==> config.mk <==
export PLATFORM = sky130hd
export DESIGN_NAME = lcmp_interval_timer
export DESIGN_NICKNAME = d
export VERILOG_FILES = /design/src/rtl/lcit_pkg.sv /design/src/rtl/lcit_prescaler.sv /design/src/rtl/lcit_counter.sv /design/src/rtl/lcmp_interval_timer.sv
export SDC_FILE = /design/constraint.sdc
export NUM_CORES = 1
export LEC_CHECK = 0
export ABC_CLOCK_PERIOD_IN_PS = 2800
export BUFFER_PORTS_ARGS = -buffer_cell sky130_fd_sc_hd__buf_2
export CORE_UTILIZATION = 30
export CTS_BUF_LIST = sky130_fd_sc_hd__clkbuf_2 sky130_fd_sc_hd__clkbuf_4 sky130_fd_sc_hd__clkbuf_8
export DETAILED_ROUTE_END_ITERATION = 10
export GPL_ROUTABILITY_DRIVEN = 0
export HOLD_SLACK_MARGIN = 0.1
export PLACE_DENSITY_LB_ADDON = 0.1
export SLEW_MARGIN = 10
export SYNTH_ARGS = -nofsm -noshare
export SYNTH_HDL_FRONTEND = slang
export SYNTH_SLANG_ARGS = --single-unit
export TNS_END_PERCENT = 10
==> constraint.sdc <==
create_clock -name clk -period 2.8 [get_ports clk]
set_input_delay 0.14 -clock clk [delete_from_list [all_inputs] [get_ports clk]]
set_output_delay 0.14 -clock clk [all_outputs]
set_load 0.02 [all_outputs]
==> src/rtl/lcit_pkg.sv <==
package lcit_pkg;

    // Word offsets of the register port
    localparam int unsigned OFS_LIMIT      = 0;
    localparam int unsigned OFS_COUNT      = 1;
    localparam int unsigned OFS_LIMIT_KEEP = 2;

    // Register state held at the top level
    typedef struct packed {
        logic [31:0] limit;     // masked limit word
        logic        reached;   // sticky match flag
        logic        irq;       // interrupt level
    } lcit_state_t;

endpackage

==> src/rtl/lcit_prescaler.sv <==
module lcit_prescaler #(
    parameter int unsigned TICK_CYCLES = 63
) (
    input  logic clk,
    input  logic rst_n,
    input  logic restart,
    output logic tick
);
    localparam int unsigned PW = $clog2(TICK_CYCLES);
    localparam logic [PW-1:0] LAST = PW'(TICK_CYCLES - 1);

    logic [PW-1:0] phase_d, phase_q;

    always_comb begin
        tick    = (phase_q == LAST);
        phase_d = tick ? '0 : phase_q + 1'b1;
        if (restart) begin
            phase_d = '0;
        end
    end

    always_ff @(posedge clk or negedge rst_n) begin
        if (!rst_n) begin
            phase_q <= '0;
        end else begin
            phase_q <= phase_d;
        end
    end
endmodule

==> src/rtl/lcit_counter.sv <==
module lcit_counter #(
    parameter int unsigned CNT_BITS = 22
) (
    input  logic                clk,
    input  logic                rst_n,
    input  logic                clear,
    input  logic                tick,
    input  logic [CNT_BITS-1:0] limit_units,
    output logic [CNT_BITS-1:0] units_q,
    output logic                hit
);
    logic [CNT_BITS-1:0] units_d;
    logic [CNT_BITS-1:0] step;
    logic                match;

    always_comb begin
        step    = units_q + 1'b1;          // wraps naturally in free-run
        match   = (limit_units != '0) && (step == limit_units);
        hit     = tick && match && !clear;
        units_d = units_q;
        if (clear) begin
            units_d = '0;
        end else if (tick) begin
            units_d = match ? '0 : step;
        end
    end

    always_ff @(posedge clk or negedge rst_n) begin
        if (!rst_n) begin
            units_q <= '0;
        end else begin
            units_q <= units_d;
        end
    end
endmodule

==> src/rtl/lcmp_interval_timer.sv <==
module lcmp_interval_timer #(
    parameter int unsigned CLK_KHZ  = 125000,
    parameter int unsigned TICK_NS  = 500,
    parameter int unsigned CNT_BITS = 22,
    parameter int unsigned LSB_POS  = 9,
    parameter int unsigned ADDR_W   = 3
) (
    input  logic              clk,
    input  logic              rst_n,
    input  logic              req_valid,
    input  logic              req_write,
    input  logic [ADDR_W-1:0] req_addr,
    input  logic [31:0]       req_wdata,
    output logic [31:0]       rd_data,
    output logic              irq
);
    import lcit_pkg::*;

    localparam int unsigned RAW_CYCLES  = (CLK_KHZ * TICK_NS + 500000) / 1000000;
    localparam int unsigned TICK_CYCLES = (RAW_CYCLES < 2) ? 2 : RAW_CYCLES;
    localparam logic [31:0] FIELD_MASK  =
        32'(((64'd1 << CNT_BITS) - 64'd1) << LSB_POS);

    lcit_state_t st_d, st_q;

    logic                tick;
    logic                hit;
    logic [CNT_BITS-1:0] units_q;
    logic                rd_en, wr_en;
    logic                rd_lim, wr_lim, wr_keep;
    logic [31:0]         count_word;

    always_comb begin
        rd_en   = req_valid && !req_write;
        wr_en   = req_valid && req_write;
        rd_lim  = rd_en && (req_addr == ADDR_W'(OFS_LIMIT));
        wr_lim  = wr_en && (req_addr == ADDR_W'(OFS_LIMIT));
        wr_keep = wr_en && (req_addr == ADDR_W'(OFS_LIMIT_KEEP));
    end

    lcit_prescaler #(
        .TICK_CYCLES(TICK_CYCLES)
    ) u_prescaler (
        .clk    (clk),
        .rst_n  (rst_n),
        .restart(wr_lim),
        .tick   (tick)
    );

    lcit_counter #(
        .CNT_BITS(CNT_BITS)
    ) u_counter (
        .clk        (clk),
        .rst_n      (rst_n),
        .clear      (wr_lim),
        .tick       (tick),
        .limit_units(st_q.limit[LSB_POS +: CNT_BITS]),
        .units_q    (units_q),
        .hit        (hit)
    );

    // Next-state of the register set
    always_comb begin
        st_d = st_q;
        if (wr_lim || wr_keep) begin
            st_d.limit = req_wdata & FIELD_MASK;
        end
        if (rd_lim) begin
            st_d.reached = 1'b0;
            st_d.irq     = 1'b0;
        end
        if (wr_lim) begin
            st_d.irq = 1'b0;
        end
        if (hit) begin                      // a match outranks the read clear
            st_d.reached = 1'b1;
            st_d.irq     = 1'b1;
        end
    end

    // Read path, combinational in the request cycle
    always_comb begin
        count_word                         = '0;
        count_word[LSB_POS +: CNT_BITS]    = units_q;
        count_word[31]                     = st_q.reached;
        rd_data = '0;
        if (rd_en) begin
            if (req_addr == ADDR_W'(OFS_LIMIT)) begin
                rd_data = {1'b0, st_q.limit[30:0]};
            end else if (req_addr == ADDR_W'(OFS_COUNT)) begin
                rd_data = count_word;
            end
        end
    end

    always_ff @(posedge clk or negedge rst_n) begin
        if (!rst_n) begin
            st_q <= '0;
        end else begin
            st_q <= st_d;
        end
    end

    assign irq = st_q.irq;
endmodule

==> flow_metrics.env, run 1 <==
export IMPL_run_status="finished clean"
export IMPL_avgViaCountPerCell=5.156
export IMPL_ys_warn_count=0
export IMPL_post_synth_main_area_contributors="sky130_fd_sc_hd__dfrtp_1, sky130_fd_sc_hd__xnor2_1, sky130_fd_sc_hd__mux2_2"
export IMPL_ys_flop_type="sky130_fd_sc_hd__dfrtp_1"
export IMPL_wl_um=10160
export IMPL_hold_violations=0
export IMPL_syn2layout_area_growth_pct=23.69
export IMPL_timing_critical_path_fanout_max=12
export IMPL_worst_slew_pin_transition_ns=0.6769
export IMPL_grt_start_max_net_pins=34
export IMPL_syn_instance_count=370
export IMPL_share_of_the_clock_period_used_by_the_worst_path_pct=92.26
export IMPL_total_leakage_power_nw=1.882
export IMPL_tritoncts="yes"
export IMPL_numClockSinks=52
export IMPL_synth_seq_cells=52
export IMPL_yosysSeqAreaShare_pct=36.83
export IMPL_critPathRequiredTime_ns=3.04
export IMPL_number_of_setup_buffers_added_after_cts=0
export IMPL_crit_type="flip-flop to flip-flop"
export IMPL_placeableCoreArea_um2=11470
export IMPL_cell_depth_of_the_worst_flop_to_flop_path=10
export IMPL_final_layout_size_suffix_gt1_share_pct=27.03
export IMPL_antenna_found_initial=0
export IMPL_buffer_cell_driving_the_clock_tree_root="sky130_fd_sc_hd__clkbuf_8"
export IMPL_path_common_cell="sky130_fd_sc_hd__buf_4"
export IMPL_number_of_different_library_cells_in_the_post_synthesis_netlist=60
export IMPL_synth_most_common_cell="sky130_fd_sc_hd__dfrtp_1"
export IMPL_worstPathBufferInverterCount=2
export IMPL_fin_tns_setup_ns=0
export IMPL_slowest_delay_ns=0.45
export IMPL_total_power_density_per_cell_area_nw_per_um2=559.8
export IMPL_timing_critical_path_arrival_ns=2.82
export IMPL_die_width_um=110.5
export IMPL_cap_violations=0
export IMPL_holdWs_ns=0.1766
export IMPL_buffer_ports_inserted=52
export IMPL_post_route_min_period_ns=2.583
export IMPL_register_area_um2=1301
export IMPL_filler_instances=1171
export IMPL_clock_tree_buffer_depth=2
export IMPL_total_congestion_overflow_after_global_routing=0
export IMPL_crit_path_cell_trace="ha_1, buf_4, and3_1, nand3_1, mux2_2, o221a_2, o21a_1, and4_1, buf_4, nor3_1"
export IMPL_hpwl_um=7546
export IMPL_drt_pass1_iter_count=4
export IMPL_vdd_ir_max_v=0.0003397
export IMPL_cp_slowest_cell="sky130_fd_sc_hd__dfrtp_1"
export IMPL_slew_violations=0
export IMPL_hold_path_class="input port to flip-flop"
export IMPL_die_extent_in_y_um=110.5
export IMPL_netlist_area_leader_share_pct=36.83
export IMPL_htree_num_levels=2
export IMPL_holdPathStages=3
export IMPL_post_synth_instance_area_um2=3533
export IMPL_grt_setup_unrepaired="no"
export IMPL_drc=0
export IMPL_die_area_um2=12220
export IMPL_end_kind="flip-flop"
export IMPL_yosysTopAreaCell="sky130_fd_sc_hd__dfrtp_1"
export IMPL_multi_input_area_um2=2067
export IMPL_insertedDiodeCount=0
export IMPL_via_count=3083
export IMPL_drt_antenna_violating_nets=0
export IMPL_setup_viol_count_final=0
export IMPL_max_slew_margin_pct=54.53
export IMPL_synth_edff_count=0
export IMPL_row_count=39
export IMPL_critical_path_cell_count=10
export IMPL_cts_reportedPaths_clkPinSlew_ns=0.12
export IMPL_grtUsageTotal_pct=17.33
export IMPL_cp_top_family="simple AND/OR/NAND/NOR gates"
export IMPL_initialDrtViolationCount=233
export IMPL_syn_mean_instance_area_um2=9.550
export IMPL_floorplan_initialDensity_pct=30.81
export IMPL_tritoncts_num_buffers=5
export IMPL_synth_top_cells_by_count="sky130_fd_sc_hd__dfrtp_1, sky130_fd_sc_hd__nor2_1, sky130_fd_sc_hd__xnor2_1"
export IMPL_async_reset_ff_share_pct=100.0
export IMPL_grt_pass1_vias=3080
export IMPL_fmaxAchievable_mhz=387.1
export IMPL_wl_per_cell_um=16.99
export IMPL_io_pins=72
export IMPL_wire_length_of_the_first_global_routing_pass_um=16770
export IMPL_fin_worst_skew_ns=0.01560
export IMPL_final_net_count=496
export IMPL_clock_insertion_delay_worst_skew_ns=0.33
export IMPL_critical_path_startpoint_type="flip-flop"
[report_power, final]
group | leakage [nW] | switching [W] | internal (W)
combinational | 1.18 | 0.000392 | 0.000417
sequential | 0.653 | 0.000241 | 0.000916
clock | 0.0463 | 0.000296 | 0.000185
[sequential cells by signal, summed over array words and instances (netlist names)]
| signal | cells |
|---|---|
| u_prescaler.phase_q | 6 |
| st_q | 22 |
| irq | 1 |
| count_word | 1 |
| u_counter.units_q | 22 |
[through the flow]
step           power [W]  worst slack, ns  cell area [um2]  cells  util, %
6_report        0.002447           0.2168             4370    598    38.11
5_1_grt         0.002638         0.001001             4370    598    38.11
4_1_cts         0.002479           0.2048             4365    598    38.07
3_5_place_dp    0.001960           0.2362             4039    567    35.22
3_3_place_gp    0.001949           0.2596             4039    567    35.22
2_1_floorplan   0.001711           0.3528             3563    378        -
[repair_timing]
action,4_1_cts,5_1_grt
setup endpoints to repair,0,14
resized for setup,0,1
hold endpoints to repair,41,0
hold buffers,23,0
[worst paths after layout]
| kind | from | endpoint | slack (ns) |
|---|---|---|---|
| max | u_counter.units_q[0] | u_counter.units_q[15] | 0.22 |
| min | req_addr[1] | irq | 0.18 |
| max reg2reg | u_counter.units_q[0] | u_counter.units_q[15] | 0.22 |
| min reg2reg | irq | irq | 0.49 |
| max in group asynchronous | rst_n | u_counter.units_q[13] | 1.68 |
| min in group asynchronous | rst_n | st_q[15] | 0.31 |
[tightest hold or removal path: cells and delay by family]
| kind | cells | cell delay [ns] |
|---|---|---|
| and+or+nand+nor | 1 | 0.12 |
| buffers and inverters | 1 | 0.11 |
| AOI/OAI and AO/OA | 1 | 0.11 |
[routing by layer]
metal	track usage (%)	routed length, um
met1	25.01	5059
met2	26.75	4588
met3	2.744	403
met4	4.622	106
met5	0	0
[cells by family (layout without fill, tap and decap cells)]
group | count (synthesis) | after routing | synth area share [%]
compound gates | 59 | 59 | 13.67
mux | 25 | 25 | 7.897
other cells | 1 | 9 | 0.1061
simple gates | 144 | 144 | 23.05
buf+inv | 40 | 117 | 5.984
flops | 52 | 52 | 36.83
xor+xnor | 46 | 46 | 11.40
fa+ha+maj | 3 | 3 | 1.062
[final cells by class]
cell class              instances  share of cell area, %
multi-input cells             286                  47.29
flip-flops and latches         52                  29.77
repair buffers                104                  16.20
well taps                     143                  4.094
clock buffers                   5                  1.575
clock inverters                 3                 0.6298
inverters                       5                 0.4294
[layout by cell type, fill, tap and decap left out, types with 2 or more instances in the layout]
cell type and count:
sky130_fd_sc_hd__ha_1 3, sky130_fd_sc_hd__a22o_1 22, sky130_fd_sc_hd__dlygate4sd3_1 23, sky130_fd_sc_hd__mux2i_1 2, sky130_fd_sc_hd__nand4_1 9, sky130_fd_sc_hd__clkbuf_8 5, sky130_fd_sc_hd__a211oi_1 2, sky130_fd_sc_hd__nor2b_1 3
sky130_fd_sc_hd__dfrtp_1 52, sky130_fd_sc_hd__buf_2 52, sky130_fd_sc_hd__a21o_1 2, sky130_fd_sc_hd__o211a_1 2, sky130_fd_sc_hd__conb_1 9, sky130_fd_sc_hd__xnor2_1 30, sky130_fd_sc_hd__nor2_1 32, sky130_fd_sc_hd__nor3_1 27
sky130_fd_sc_hd__a31oi_1 2, sky130_fd_sc_hd__nand2_1 16, sky130_fd_sc_hd__o21ai_0 5, sky130_fd_sc_hd__and4_1 9, sky130_fd_sc_hd__a21boi_0 2, sky130_fd_sc_hd__or3_1 4, sky130_fd_sc_hd__a32o_1 2, sky130_fd_sc_hd__o2111ai_1 3
sky130_fd_sc_hd__buf_4 29, sky130_fd_sc_hd__and2_1 2, sky130_fd_sc_hd__inv_1 5, sky130_fd_sc_hd__mux2_2 23, sky130_fd_sc_hd__a21oi_1 2, sky130_fd_sc_hd__nor4_1 10, sky130_fd_sc_hd__xor2_1 16, sky130_fd_sc_hd__nand2b_1 6
sky130_fd_sc_hd__nand3_1 11, sky130_fd_sc_hd__and3_1 2
Power figures use the tool's default switching activity.
==> run 2, diff against run 1 <==
--- a/config.mk
+++ b/config.mk
@@ -8,7 +8,6 @@
 export ABC_CLOCK_PERIOD_IN_PS = 2800
 export BUFFER_PORTS_ARGS = -buffer_cell sky130_fd_sc_hd__buf_2
 export CORE_UTILIZATION = 30
-export CTS_BUF_LIST = sky130_fd_sc_hd__clkbuf_2 sky130_fd_sc_hd__clkbuf_4 sky130_fd_sc_hd__clkbuf_8
 export DETAILED_ROUTE_END_ITERATION = 10
 export GPL_ROUTABILITY_DRIVEN = 0
 export HOLD_SLACK_MARGIN = 0.1
==> run 2 against run 1 <==
Via count increased by 0.71%. Highest routed layer unchanged. First-iteration DRC count decreased by 18%. Cell count unchanged. Total power increased by 7.2%. Sequential cell count unchanged. Critical path type unchanged. Worst setup slack got worse by 0.026 ns. Sequential power about the same. Clock skew decreased by 0.0060 ns.
==> flow_metrics.env, run 2 (synthesized netlist as in run 1, its figures left out) <==
export IMPL_run_status="finished clean"
export IMPL_drt_antenna_violating_nets=0
export IMPL_avgViaCountPerCell=5.192
export IMPL_drt_pass1_iter_count=4
export IMPL_final_cell_mix="sky130_fd_sc_hd__dfrtp_1, sky130_fd_sc_hd__buf_2, sky130_fd_sc_hd__nor2_1"
export IMPL_grt_pass1_vias=3077
export IMPL_buffer_ports_inserted=52
export IMPL_hold_violations=0
export IMPL_total_power_w=0.002623
export IMPL_wl_um=10210
export IMPL_fin_worst_skew_ns=0.009628
export IMPL_max_slew_margin_pct=48.84
export IMPL_row_count=39
export IMPL_end_kind="flip-flop"
export IMPL_tritoncts_num_buffers=5
export IMPL_wl_per_cell_um=17.07
export IMPL_worst_slack_ns=0.1905
export IMPL_critPathRequiredTime_ns=3.01
export IMPL_die_width_um=110.5
export IMPL_top_regs="st_q (22), u_counter.units_q (22), u_prescaler.phase_q (6)"
export IMPL_initialDrtViolationCount=192
export IMPL_final_layout_size_suffix_gt1_share_pct=27.03
export IMPL_hold_path_class="input port to flip-flop"
export IMPL_final_net_count=496
export IMPL_total_leakage_power_nw=1.908
export IMPL_post_route_min_period_ns=2.609
export IMPL_worst_r2r_endpoint="u_counter.units_q[18]"
export IMPL_drc=0
export IMPL_clock_insertion_delay_worst_skew_ns=0.30
export IMPL_placeableCoreArea_um2=11470
export IMPL_total_congestion_overflow_after_global_routing=0
export IMPL_cap_violations=0
export IMPL_numClockSinks=52
export IMPL_io_pins=72
export IMPL_fmaxAchievable_mhz=383.2
export IMPL_total_power_density_per_cell_area_nw_per_um2=592.5
export IMPL_die_area_um2=12220
export IMPL_vdd_ir_max_v=0.0003408
export IMPL_pre_cts_ws_ns=0.2362
export IMPL_finish_cell_count_without_fillers=598
export IMPL_buffer_cell_driving_the_clock_tree_root="sky130_fd_sc_hd__clkbuf_16"
export IMPL_floorplan_initialDensity_pct=30.81
export IMPL_grt_start_max_net_pins=34
export IMPL_wire_length_of_the_first_global_routing_pass_um=16800
export IMPL_via_count=3105
export IMPL_hpwl_um=7546
export IMPL_grt_setup_unrepaired="no"
export IMPL_timing_hold_worst_endpoint="irq"
export IMPL_die_extent_in_y_um=110.5
export IMPL_antenna_found_initial=0
export IMPL_cts_reportedPaths_clkPinSlew_ns=0.08
export IMPL_tritoncts="yes"
export IMPL_numPlacedInstances=567
export IMPL_critical_path_startpoint_type="flip-flop"
export IMPL_min_from="req_addr[1]"
export IMPL_timing_critical_path_fanout_max=12
export IMPL_worst_slew_pin_transition_ns=0.7615
export IMPL_setup_viol_count_final=0
export IMPL_syn2layout_area_growth_pct=25.28
export IMPL_post_route_util_pct=38.60
export IMPL_crit_type="flip-flop to flip-flop"
export IMPL_timing_critical_path_arrival_ns=2.82
export IMPL_share_of_the_clock_period_used_by_the_worst_path_pct=93.20
export IMPL_insertedDiodeCount=0
export IMPL_slew_violations=0
export IMPL_htree_num_levels=2
export IMPL_fin_tns_setup_ns=0
export IMPL_rrSetupSlack_ns=0.19
export IMPL_cell_depth_of_the_worst_flop_to_flop_path=10
export IMPL_critical_path_reg2reg_startpoint="u_counter.units_q[0]"
export IMPL_holdPathStages=3
export IMPL_grtUsageTotal_pct=17.38
export IMPL_clock_tree_buffer_depth=2
-- run 2: cell count changes in the layout (fill, tap and decap cells not counted) --
cell                        change
sky130_fd_sc_hd__clkbuf_16      +5
sky130_fd_sc_hd__clkbuf_8       -5
-- run 2: through the flow --
step	hold WS (ns)	instance area, um2
after floorplan	-0.1556	3563
after global placement	0.1313	4039
after detailed placement	0.1366	4039
after CTS	0.2031	4422
after global routing	0.2281	4427
final	0.2067	4427
-- run 2: area by class of cell --
type,count,area [um2]
Fill cell,1163,7041
Multi-Input combinational cell,286,2067
Sequential cell,52,1301
Timing Repair Buffer,104,708.2
Tap cell,143,178.9
Clock buffer,5,125.1
Clock inverter,3,27.53
Inverter,5,18.77
-- run 2: worst max-delay path, cell delays in order, from the launching register on --
cell	delay, ns
sky130_fd_sc_hd__dfrtp_1	0.44
sky130_fd_sc_hd__ha_1	0.24
sky130_fd_sc_hd__buf_4	0.16
sky130_fd_sc_hd__and3_1	0.19
sky130_fd_sc_hd__nand3_1	0.13
sky130_fd_sc_hd__mux2_2	0.35
sky130_fd_sc_hd__o221a_2	0.28
sky130_fd_sc_hd__o21a_1	0.12
sky130_fd_sc_hd__and4_1	0.21
sky130_fd_sc_hd__buf_4	0.19
sky130_fd_sc_hd__nor3_1	0.21
-- run 2: what timing repair did --
action                     4_1_cts  5_1_grt
hold endpoints to repair        41        0
resized for setup                0        1
setup endpoints to repair        0       12
buffers inserted                 0        0
hold buffers                    23        0
-- run 2: per-layer routing --
metal  wire length (um)  vias to the layer above  GRT usage (%)  part of all wire (%)
met1               5135                     1499          25.11                    50
met2               4549                       87          26.67                    45
met5                  0                        -              0                     0
met4                140                        0          4.622                   1.4
met3                384                       11          2.909                   3.8
li1                   -                     1508              -                     -
-- run 2: power breakdown --
part | leakage (nW) | internal, W | switching (W)
clock network | 0.0719 | 0.000340 | 0.000314
registers | 0.653 | 0.000917 | 0.000242
logic | 1.18 | 0.000417 | 0.000393
total | 1.91 | 0.00167 | 0.000949
-- run 2: worst max-delay path by stage --
stage	cells past startpoint	to	slack, ns	startpoint
floorplan	10	u_counter.units_q[10]	0.35	u_counter.units_q[1]
global placement	9	u_counter.units_q[19]	0.26	u_counter.units_q[8]
detailed placement	9	u_counter.units_q[12]	0.24	u_counter.units_q[1]
CTS	9	u_counter.units_q[17]	0.22	u_counter.units_q[1]
global route	10	u_counter.units_q[15]	0.01	u_counter.units_q[0]
finish	10	u_counter.units_q[18]	0.19	u_counter.units_q[0]
